### src/rtl/irqc_pkg.sv
package irqc_pkg;
    localparam int unsigned NSRC_DEFAULT = 32;
    localparam logic [7:0] OFS_ENABLE = 8'h00;
    localparam logic [7:0] OFS_PEND   = 8'h04;
    localparam logic [7:0] OFS_STATUS = 8'h08;
    localparam logic [7:0] OFS_POL    = 8'h0C;
    localparam logic [7:0] OFS_SENSE  = 8'h10;
    localparam logic [7:0] OFS_STEER  = 8'h14;
endpackage

### src/rtl/irqc_sync.sv
module irqc_sync #(
    parameter int WIDTH  = 32,
    parameter int STAGES = 2
) (
    input  logic             clk_i,
    input  logic             rst_ni,
    input  logic [WIDTH-1:0] async_i,
    output logic [WIDTH-1:0] sync_o
);
    logic [WIDTH-1:0] st_d [STAGES];
    logic [WIDTH-1:0] st_q [STAGES];

    always_comb begin
        st_d[0] = async_i;
        for (int i = 1; i < STAGES; i++) begin
            st_d[i] = st_q[i-1];
        end
    end

    always_ff @(posedge clk_i or negedge rst_ni) begin
        if (!rst_ni) begin
            for (int i = 0; i < STAGES; i++) st_q[i] <= '0;
        end else begin
            for (int i = 0; i < STAGES; i++) st_q[i] <= st_d[i];
        end
    end

    assign sync_o = st_q[STAGES-1];
endmodule

### src/rtl/irqc_pend.sv
module irqc_pend #(
    parameter int WIDTH = 32
) (
    input  logic             clk_i,
    input  logic             rst_ni,
    input  logic [WIDTH-1:0] sync_i,
    input  logic [WIDTH-1:0] pol_i,
    input  logic [WIDTH-1:0] edge_mode_i,
    input  logic [WIDTH-1:0] clr_i,
    output logic [WIDTH-1:0] pend_o
);
    typedef struct packed {
        logic [WIDTH-1:0] prev;
        logic [WIDTH-1:0] pend;
    } pend_state_t;

    pend_state_t s_d, s_q;
    logic [WIDTH-1:0] act;
    logic [WIDTH-1:0] hit;

    always_comb begin
        act  = ~(sync_i ^ pol_i);
        hit  = act & ~s_q.prev;
        s_d.prev = act;
        s_d.pend = (edge_mode_i & ((s_q.pend & ~clr_i) | hit))
                 | (~edge_mode_i & act);
    end

    always_ff @(posedge clk_i or negedge rst_ni) begin
        if (!rst_ni) s_q <= '0;
        else         s_q <= s_d;
    end

    assign pend_o = s_q.pend;

    a_r3_level_follows: assert property (@(posedge clk_i) disable iff (!rst_ni)
        $past(rst_ni) |-> ((s_q.pend & ~$past(edge_mode_i)) == ($past(act) & ~$past(edge_mode_i))));

    a_r4_edge_holds: assert property (@(posedge clk_i) disable iff (!rst_ni)
        $past(rst_ni) |-> ((s_q.pend & $past(s_q.pend & edge_mode_i & ~clr_i))
                           == $past(s_q.pend & edge_mode_i & ~clr_i)));

    a_r6_w1c_clears: assert property (@(posedge clk_i) disable iff (!rst_ni)
        $past(rst_ni) |-> ((s_q.pend & $past(clr_i & edge_mode_i & ~hit)) == '0));
endmodule

### src/rtl/irqc_route.sv
module irqc_route #(
    parameter int WIDTH = 32
) (
    input  logic [WIDTH-1:0] active_i,
    input  logic [WIDTH-1:0] steer_i,
    output logic             fast_o,
    output logic             norm_o
);
    assign fast_o = |(active_i & steer_i);
    assign norm_o = |(active_i & ~steer_i);
endmodule

### src/rtl/irq_steer_ctrl.sv
module irq_steer_ctrl #(
    parameter int N_SRC       = irqc_pkg::NSRC_DEFAULT,
    parameter int ADDR_W      = 5,
    parameter int SYNC_STAGES = 2
) (
    input  logic              clk_i,
    input  logic              rst_ni,
    input  logic [N_SRC-1:0]  src_i,
    input  logic              wr_en_i,
    input  logic [ADDR_W-1:0] addr_i,
    input  logic [N_SRC-1:0]  wdata_i,
    output logic [N_SRC-1:0]  rdata_o,
    output logic              irq_o,
    output logic              fiq_o
);
    import irqc_pkg::*;

    localparam logic [ADDR_W-1:0] A_EN  = ADDR_W'(OFS_ENABLE);
    localparam logic [ADDR_W-1:0] A_PND = ADDR_W'(OFS_PEND);
    localparam logic [ADDR_W-1:0] A_ST  = ADDR_W'(OFS_STATUS);
    localparam logic [ADDR_W-1:0] A_POL = ADDR_W'(OFS_POL);
    localparam logic [ADDR_W-1:0] A_SEN = ADDR_W'(OFS_SENSE);
    localparam logic [ADDR_W-1:0] A_STR = ADDR_W'(OFS_STEER);

    typedef struct packed {
        logic [N_SRC-1:0] enable;
        logic [N_SRC-1:0] pol;
        logic [N_SRC-1:0] sense;
        logic [N_SRC-1:0] steer;
    } ctrl_t;

    ctrl_t c_d, c_q;
    logic [N_SRC-1:0] synced;
    logic [N_SRC-1:0] pend;
    logic [N_SRC-1:0] clr;
    logic [N_SRC-1:0] active;

    always_comb begin
        c_d = c_q;
        clr = '0;
        if (wr_en_i) begin
            if (addr_i == A_EN)  c_d.enable = wdata_i;
            if (addr_i == A_POL) c_d.pol    = wdata_i;
            if (addr_i == A_SEN) c_d.sense  = wdata_i;
            if (addr_i == A_STR) c_d.steer  = wdata_i;
            if (addr_i == A_PND) clr        = wdata_i;
        end
    end

    always_ff @(posedge clk_i or negedge rst_ni) begin
        if (!rst_ni) c_q <= '0;
        else         c_q <= c_d;
    end

    irqc_sync #(.WIDTH(N_SRC), .STAGES(SYNC_STAGES)) u_sync (
        .clk_i   (clk_i),
        .rst_ni  (rst_ni),
        .async_i (src_i),
        .sync_o  (synced)
    );

    irqc_pend #(.WIDTH(N_SRC)) u_pend (
        .clk_i       (clk_i),
        .rst_ni      (rst_ni),
        .sync_i      (synced),
        .pol_i       (c_q.pol),
        .edge_mode_i (c_q.sense),
        .clr_i       (clr),
        .pend_o      (pend)
    );

    assign active = pend & c_q.enable;

    irqc_route #(.WIDTH(N_SRC)) u_route (
        .active_i (active),
        .steer_i  (c_q.steer),
        .fast_o   (fiq_o),
        .norm_o   (irq_o)
    );

    always_comb begin
        if      (addr_i == A_EN)  rdata_o = c_q.enable;
        else if (addr_i == A_PND) rdata_o = pend;
        else if (addr_i == A_ST)  rdata_o = active;
        else if (addr_i == A_POL) rdata_o = c_q.pol;
        else if (addr_i == A_SEN) rdata_o = c_q.sense;
        else if (addr_i == A_STR) rdata_o = c_q.steer;
        else                      rdata_o = '0;
    end

    a_r7_masked_quiet: assert property (@(posedge clk_i) disable iff (!rst_ni)
        (c_q.enable == '0) |-> !(irq_o || fiq_o));

    a_r9_fast_needs_steer: assert property (@(posedge clk_i) disable iff (!rst_ni)
        fiq_o |-> ((c_q.steer & c_q.enable) != '0));

    a_r9_norm_needs_unsteered: assert property (@(posedge clk_i) disable iff (!rst_ni)
        irq_o |-> ((~c_q.steer & c_q.enable) != '0));
endmodule

### config.mk
export PLATFORM = sky130hd
export DESIGN_NAME = irq_steer_ctrl
export DESIGN_NICKNAME = d
export VERILOG_FILES = /design/src/rtl/irqc_pkg.sv /design/src/rtl/irqc_sync.sv /design/src/rtl/irqc_pend.sv /design/src/rtl/irqc_route.sv /design/src/rtl/irq_steer_ctrl.sv
export SDC_FILE = /design/constraint.sdc
export NUM_CORES = 1
export LEC_CHECK = 0
export ABC_AREA = 1
export BUFFER_PORTS_ARGS = -buffer_cell sky130_fd_sc_hd__buf_2
export CORE_ASPECT_RATIO = 0.7
export CORE_UTILIZATION = 53
export CTS_CLUSTER_SIZE = 8
export DETAILED_ROUTE_END_ITERATION = 8
export GPL_TIMING_DRIVEN = 1
export PLACE_DENSITY = 0.72
export SKIP_LAST_GASP = 1
export SYNTH_ARGS = -nofsm -noshare
export SYNTH_HDL_FRONTEND = slang
export SYNTH_SLANG_ARGS = --single-unit
### constraint.sdc
create_clock -name clk_i -period 1.5 [get_ports clk_i]
set_input_delay 0.3 -clock clk_i [delete_from_list [all_inputs] [get_ports clk_i]]
set_output_delay 0.3 -clock clk_i [all_outputs]
set_load 0.01 [all_outputs]
==> results of run 1 <==
[power breakdown]
| group | total (µW) | internal [µW] | leakage [µW] | switching (µW) |
|---|---|---|---|---|
| Sequential | 9350 | 8250 | 0.00310 | 1100 |
| Clock | 7330 | 4530 | 0.000485 | 2800 |
| Combinational | 4380 | 2100 | 0.00390 | 2280 |
[what timing repair did]
item,CTS,global route
endpoints found under the hold margin,66,0
pin swaps,41,61
resized for setup,46,77
cloned,5,3
endpoints found under the setup margin,34,66
hold buffers,33,0
setup buffers,36,28
[cell type report]
| type | count | area [µm²] | share of cell area (%) |
|---|---|---|---|
| Sequential cell | 256 | 6410 | 41.8 |
| Tap cell | 276 | 345 | 2.25 |
| Antenna cell | 1 | 2.50 | 0.0163 |
| Clock inverter | 1 | 8.76 | 0.0571 |
| Timing Repair Buffer | 319 | 2880 | 18.7 |
| Inverter | 82 | 308 | 2.01 |
| Clock buffer | 39 | 976 | 6.36 |
| Multi-Input combinational cell | 883 | 4420 | 28.8 |
[layout by cell type (no fill, tap or decap), types with 17 or more instances in the layout]
cell type      count
dfrtp_1          252
nand4_1          118
nor2_4            17
nor2_1            94
clkbuf_16         42
o21ai_0           95
buf_12            31
buf_2             99
o21ai_1           70
dlygate4sd3_1     33
xnor2_1           32
nand2_2           22
buf_6             23
inv_1             78
nand2_1          352
nand3_1           37
buf_4            119
[how the worst max path moves through the flow]
stage                                      from          end  slack (ps)
floorplan                             addr_i[1]   rdata_o[0]         -30
global placement                      addr_i[1]  rdata_o[31]        -260
detailed placement                    addr_i[1]  rdata_o[11]        -290
CTS                 u_pend.pend_o[25]$_DFF_PN0_        irq_o        -560
global route        u_pend.pend_o[21]$_DFF_PN0_        irq_o        -690
finish                      c_q[99]$_DFFE_PN0P_        irq_o        -600
[state kept, by name, summed over array words and instances (netlist names)]
name and count:
u_pend.s_q 32, c_q 128, u_pend.pend_o 32, u_sync.st_d 32
u_sync.sync_o 32
[cells in the mapped netlist]
master / count
nand3b_1: 11
nand4_2: 2
nor3_1: 7
nand3_1: 44
buf_1: 10
nor2_4: 7
dfrtp_1: 256
nand3_2: 1
nand2_2: 3
buf_2: 15
inv_2: 2
nand2_1: 373
o21ai_0: 98
clkbuf_1: 33
inv_1: 80
nor2_1: 116
buf_4: 3
nand4_1: 118
xnor2_1: 32
o21ai_1: 68
o211ai_1: 3
buf_6: 3
[critical path, stage by stage (launching register included)]
cell and delay [ps]:
dfrtp_1 430, nand3b_1 110, nand2_1 60, nor2_1 170
nand2_1 120, nor2_1 110, nand2_1 110, buf_2 160
[logic make-up (layout without fill, tap and decap cells)]
| family | count (synthesis) | in the layout | synth area share [%] |
|---|---|---|---|
| compound gates | 169 | 169 | 7.63 |
| flops | 256 | 256 | 57.3 |
| xor+xnor | 32 | 32 | 2.51 |
| buf+inv | 146 | 441 | 5.37 |
| other cells | 0 | 1 | 0 |
| simple gates | 682 | 682 | 27.2 |
[routing by layer]
metal  track usage, %  wire [µm]
met3             6.12       3020
met1             43.0      14300
met5                0          0
met2             48.0      15100
met4             11.4       1070
[stage by stage]
| step | hold slack [ps] | utilization (%) |
|---|---|---|
| 2_1_floorplan | 4.41 | - |
| 3_3_place_gp | 223 | 62.6 |
| 3_5_place_dp | 226 | 62.6 |
| 4_1_cts | 17.3 | 71.9 |
| 5_1_grt | 39.5 | 74.1 |
| 6_report | 25.0 | 74.2 |
==> impl_metrics.env, run 1 <==
export IMPL_relSlewSlack_pct=74.8
export IMPL_placed_area_um2=13000
export IMPL_hpwlAfterDp_um=19700
export IMPL_hold_path_class="in2reg"
export IMPL_drt_iter0_drc=1145
export IMPL_tightest_slew_ps=379
export IMPL_p_leak_uw=0.00749
export IMPL_grt_pass1_vias=10000
export IMPL_fin_skew_ps=9.09
export IMPL_status="finished, violations left"
export IMPL_grt_pass1_wl_um=52000
export IMPL_post_place_cells=1718
export IMPL_layout_drive_gt1_share_pct=25.6
export IMPL_die_h_um=124
export IMPL_drv_slew=0
export IMPL_max_vdd_ir_drop_v=0.000802
export IMPL_tns_ps=-14160
export IMPL_ys_ff_latch=256
export IMPL_syn_to_final_growth_pct=37.2
export IMPL_crit_path_end_kind="primary output"
export IMPL_cp_max_fo=4
export IMPL_arrival_ps=1800
export IMPL_cts_sinks=256
export IMPL_yosys_warnings=0
export IMPL_rows=44
export IMPL_port_buffers=105
export IMPL_drv_cap=0
export IMPL_root_buffer="clkbuf_16"
export IMPL_r2r_setup_slack_ps=410
export IMPL_grt_overflow=0
export IMPL_antenna_found_initial=1
export IMPL_dp_slack_ps=-293
export IMPL_grt_max_degree=49
export IMPL_drc=0
export IMPL_violations="negative setup slack"
export IMPL_grt_usage_pct=30.8
export IMPL_synth_area_leaders="dfrtp_1 (57%), nand2_1 (13%), nand4_1 (6.6%)"
export IMPL_power_density_nw_per_um2=1370
export IMPL_ios=106
export IMPL_synth_cell_types=22
export IMPL_hold_viol=0
export IMPL_start_util_pct=54.0
export IMPL_r2r_start="c_q[84]$_DFFE_PN0P_"
export IMPL_hold_start="wdata_i[29]"
export IMPL_n_fill_cell=1440
export IMPL_synth_nets=1357
export IMPL_post_route_period_util_pct=140
export IMPL_synth_area_leader_cell="dfrtp_1"
export IMPL_min_to="c_q[93]$_DFFE_PN0P_"
export IMPL_yosys_area_top_type_share_pct=57.3
export IMPL_whs_path_depth=3
export IMPL_ys_seq_area_share_pct=57.3
export IMPL_cts_buffers=37
export IMPL_globalplace_congestion=0.858
export IMPL_vias_per_cell=5.67
export IMPL_design_area_um2=15300
export IMPL_cts_tree="done"
export IMPL_crit_type="reg2out"
export IMPL_wl_per_cell_um=18.1
export IMPL_fin_cells=1857
export IMPL_reg2reg_to="u_pend.pend_o[20]$_DFF_PN0_"
export IMPL_setup_ws_ps=-599
export IMPL_cp_start_kind="flop"
export IMPL_setup_viol=67
export IMPL_avgSynthCellArea_um2=8.70
export IMPL_clockBufferDepth=3
export IMPL_layout_nets=1651
export IMPL_h_tree_depth=2
export IMPL_rsz0062_at_grt="yes"
export IMPL_dr_pass1_iters=6
export IMPL_reg2reg_depth=4
export IMPL_vias=10500
export IMPL_fmax_ghz=0.476
export IMPL_wirelength_um=33500
export IMPL_netlist_area_um2=11200
export IMPL_clk_latency_ps=510
export IMPL_cts_reportedPaths_clkPinSlew_ps=50
export IMPL_cp_data_required_time_ps=1200
export IMPL_die_area_um2=21700
export IMPL_core_area_um2=20700
export IMPL_synthCells=1285
export IMPL_finalPower_uw=21100
export IMPL_ant_nets=0
export IMPL_fin_crit_ps=2100
export IMPL_die_x_um=176
Note: power is estimated with default switching activity, not from simulation.
==> run 2: changes to the inputs <==
Settings changed: ABC_AREA 1 to 0.
==> run 2 against run 1 <==
Effect of this change: the run still ends with negative setup slack left; wire length grew 9.8%; synthesized cell count shrank 30%; sequential share of layout area is 1.7 points lower; global-route usage rose by 2.3 points; largest cell class unchanged.
==> impl_metrics.env, run 2 <==
export IMPL_status="finished, violations left"
export IMPL_violations="negative setup slack"
export IMPL_crit_path_end_kind="primary output"
export IMPL_drt_iter0_drc=1103
export IMPL_hold_path_class="in2reg"
export IMPL_yosys_warnings=0
export IMPL_p_seq_share_pct=43.0
export IMPL_wirelength_um=36800
export IMPL_grt_overflow=0
export IMPL_antenna_found_initial=0
export IMPL_post_place_cells=1391
export IMPL_drv_cap=0
export IMPL_drc=0
export IMPL_p_leak_uw=0.00732
export IMPL_layout_drive_gt1_share_pct=47.6
export IMPL_vias=9640
export IMPL_placed_area_um2=13500
export IMPL_start_util_pct=54.9
export IMPL_min_to="c_q[11]$_DFFE_PN0P_"
export IMPL_avgSynthCellArea_um2=12.3
export IMPL_ys_ff_latch=256
export IMPL_dr_pass1_iters=5
export IMPL_die_h_um=123
export IMPL_ant_nets=0
export IMPL_tightest_slew_ps=495
export IMPL_final_util_pct=79.6
export IMPL_die_area_um2=21400
export IMPL_max_vdd_ir_drop_v=0.000897
export IMPL_synth_edf_count=0
export IMPL_whs_path_depth=2
export IMPL_design_area_um2=16000
export IMPL_clk_latency_ps=520
export IMPL_busiest_layer="met2"
export IMPL_largest_register="c_q"
export IMPL_power_density_nw_per_um2=1360
export IMPL_synth_area_leader_cell="dfrtp_1"
export IMPL_synth_cell_types=36
export IMPL_post_route_period_util_pct=153
export IMPL_power_internal_uw=15500
export IMPL_cp_data_required_time_ps=1200
export IMPL_reg2reg_depth=4
export IMPL_gr_usage_met1_pct=46.7
export IMPL_grt_pass1_wl_um=53800
export IMPL_cts_reportedPaths_clkPinSlew_ps=50
export IMPL_fmax_ghz=0.437
export IMPL_syn_to_final_growth_pct=44.9
export IMPL_ios=106
export IMPL_cp_start_kind="flop"
export IMPL_fin_cells=1504
export IMPL_relSlewSlack_pct=67.0
export IMPL_drv_slew=0
export IMPL_layout_common_cells="dfrtp_1 (255), buf_4 (134), buf_2 (101), mux2_2 (98), nand3_1 (83)"
export IMPL_core_area_um2=20100
export IMPL_rsz0062_at_grt="yes"
export IMPL_clockBufferDepth=3
export IMPL_synthCells=899
export IMPL_seq_area_um2=6410
export IMPL_cts_sinks=256
export IMPL_fin_skew_ps=21.4
export IMPL_multi_input_area_um2=5150
export IMPL_grt_max_degree=44
export IMPL_largest_register_ffs=128
export IMPL_comb_power_share_pct=23.4
export IMPL_rows=43
export IMPL_netlist_area_um2=11000
export IMPL_grt_usage_pct=33.1
export IMPL_cts_buffers=37
export IMPL_p_sw_share_pct=29.3
export IMPL_yosys_area_top_type_share_pct=58.0
export IMPL_wl_per_cell_um=24.5
export IMPL_met3_usage_pct=7.31
export IMPL_setup_ws_ps=-790
export IMPL_diodes=0
export IMPL_switchingPower_uw=6390
export IMPL_cts_tree="done"
export IMPL_die_x_um=175
export IMPL_port_buffers=105
export IMPL_n_fill_cell=1126
export IMPL_crit_type="reg2out"
export IMPL_finalPower_uw=21800
export IMPL_hold_start="wdata_i[11]"
export IMPL_async_flop_share_pct=100
export IMPL_synth_common_cells="dfrtp_1 (256), mux2_2 (118), nand2_1 (98)"
export IMPL_root_buffer="clkbuf_16"
export IMPL_p_clk_share_pct=33.6
export IMPL_synth_most_common_cell="dfrtp_1"
export IMPL_grt_pass1_vias=9587
export IMPL_reg2reg_to="c_q[13]$_DFFE_PN0P_"
export IMPL_synth_nets=971
export IMPL_h_tree_depth=2
export IMPL_layout_cells_most_common="dfrtp_1"
export IMPL_synth_area_leaders="dfrtp_1 (58%), mux2_2 (12%), nand3_1 (4.1%)"
export IMPL_ys_flop_type="dfrtp_1"
export IMPL_r2r_start="c_q[13]$_DFFE_PN0P_"
export IMPL_ys_seq_area_share_pct=58.0
export IMPL_fin_crit_ps=2290
export IMPL_layout_nets=1305
export IMPL_arrival_ps=1990
export IMPL_setup_viol=129
export IMPL_r2r_setup_slack_ps=390
export IMPL_use_met2_pct=51.1
export IMPL_globalplace_congestion=0.929
export IMPL_hold_viol=0
export IMPL_hpwlAfterDp_um=22100
export IMPL_cp_max_fo=3
export IMPL_vias_per_cell=6.41
run 2: routing by layer:
layer / vias to the layer above / part of all wire [%]
met4: 0 / 3.0
met2: 609 / 46
li1: 4036 / -
met1: 4876 / 42
met3: 119 / 9.4
met5: - / 0
run 2: kinds of logic (layout without fill, tap and decap cells):
| family | Yosys count | after routing | share of synthesized area, % |
|---|---|---|---|
| compound gates | 210 | 210 | 14.2 |
| xor+xnor | 32 | 32 | 2.54 |
| buf+inv | 52 | 387 | 2.41 |
| flops | 256 | 256 | 58.0 |
| mux | 128 | 128 | 13.0 |
| simple gates | 221 | 221 | 9.80 |
run 2: worst max-delay path: stages, from the launching register on:
cell     delay, ps
dfrtp_1        390
buf_6          130
nand3_2         90
nand4_1        200
nor4_2         330
nand2_1        170
buf_2          180
run 2: area by class of cell:
type	count	share of cell area [%]
clock buffer	38	5.94
clock inverter	2	0.227
inverter	1	0.0234
multi-input combinational	591	32.2
sequential	256	40.0
tap	270	2.11
timing repair buffer	346	19.5
run 2: worst max-delay path by stage:
stage / from / endpoint / slack [ps] / cells after the start
2_1_floorplan: addr_i[4] / rdata_o[20] / -250 / 5
3_3_place_gp: addr_i[0] / rdata_o[1] / -640 / 8
3_5_place_dp: addr_i[4] / rdata_o[1] / -650 / 9
4_1_cts: u_pend.pend_o[2]$_DFF_PN0_ / irq_o / -730 / 6
5_1_grt: c_q[114]$_DFFE_PN0P_ / fiq_o / -820 / 6
6_report: c_q[114]$_DFFE_PN0P_ / fiq_o / -790 / 6
run 2: stage by stage:
| step | setup slack (ps) | hold slack (ps) | TNS (ps) |
|---|---|---|---|
| floorplan | -251 | 4.41 | -14420 |
| global route | -815 | 103 | -34020 |
| finish | -790 | 104 | -33260 |
| detailed placement | -655 | 244 | -85940 |
| CTS | -733 | 84.0 | -30700 |
| global placement | -637 | 247 | -81150 |
run 2: power groups by stage:
stage / clock [µW] / sequential, µW / combinational [µW]
finish: 7340 / 9390 / 5120
floorplan: 0 / 9230 / 1940
global route: 7690 / 9510 / 5410
global placement: 0 / 9250 / 4110
CTS: 7370 / 9240 / 4610
detailed placement: 0 / 9290 / 4230
run 2: repair_timing:
action	in CTS	in global routing
pin swaps	32	97
setup endpoints to repair	38	70
hold buffers	33	0
setup buffers	18	26
gates cloned	4	4
endpoints found under the hold margin	64	0
resized for setup	65	114
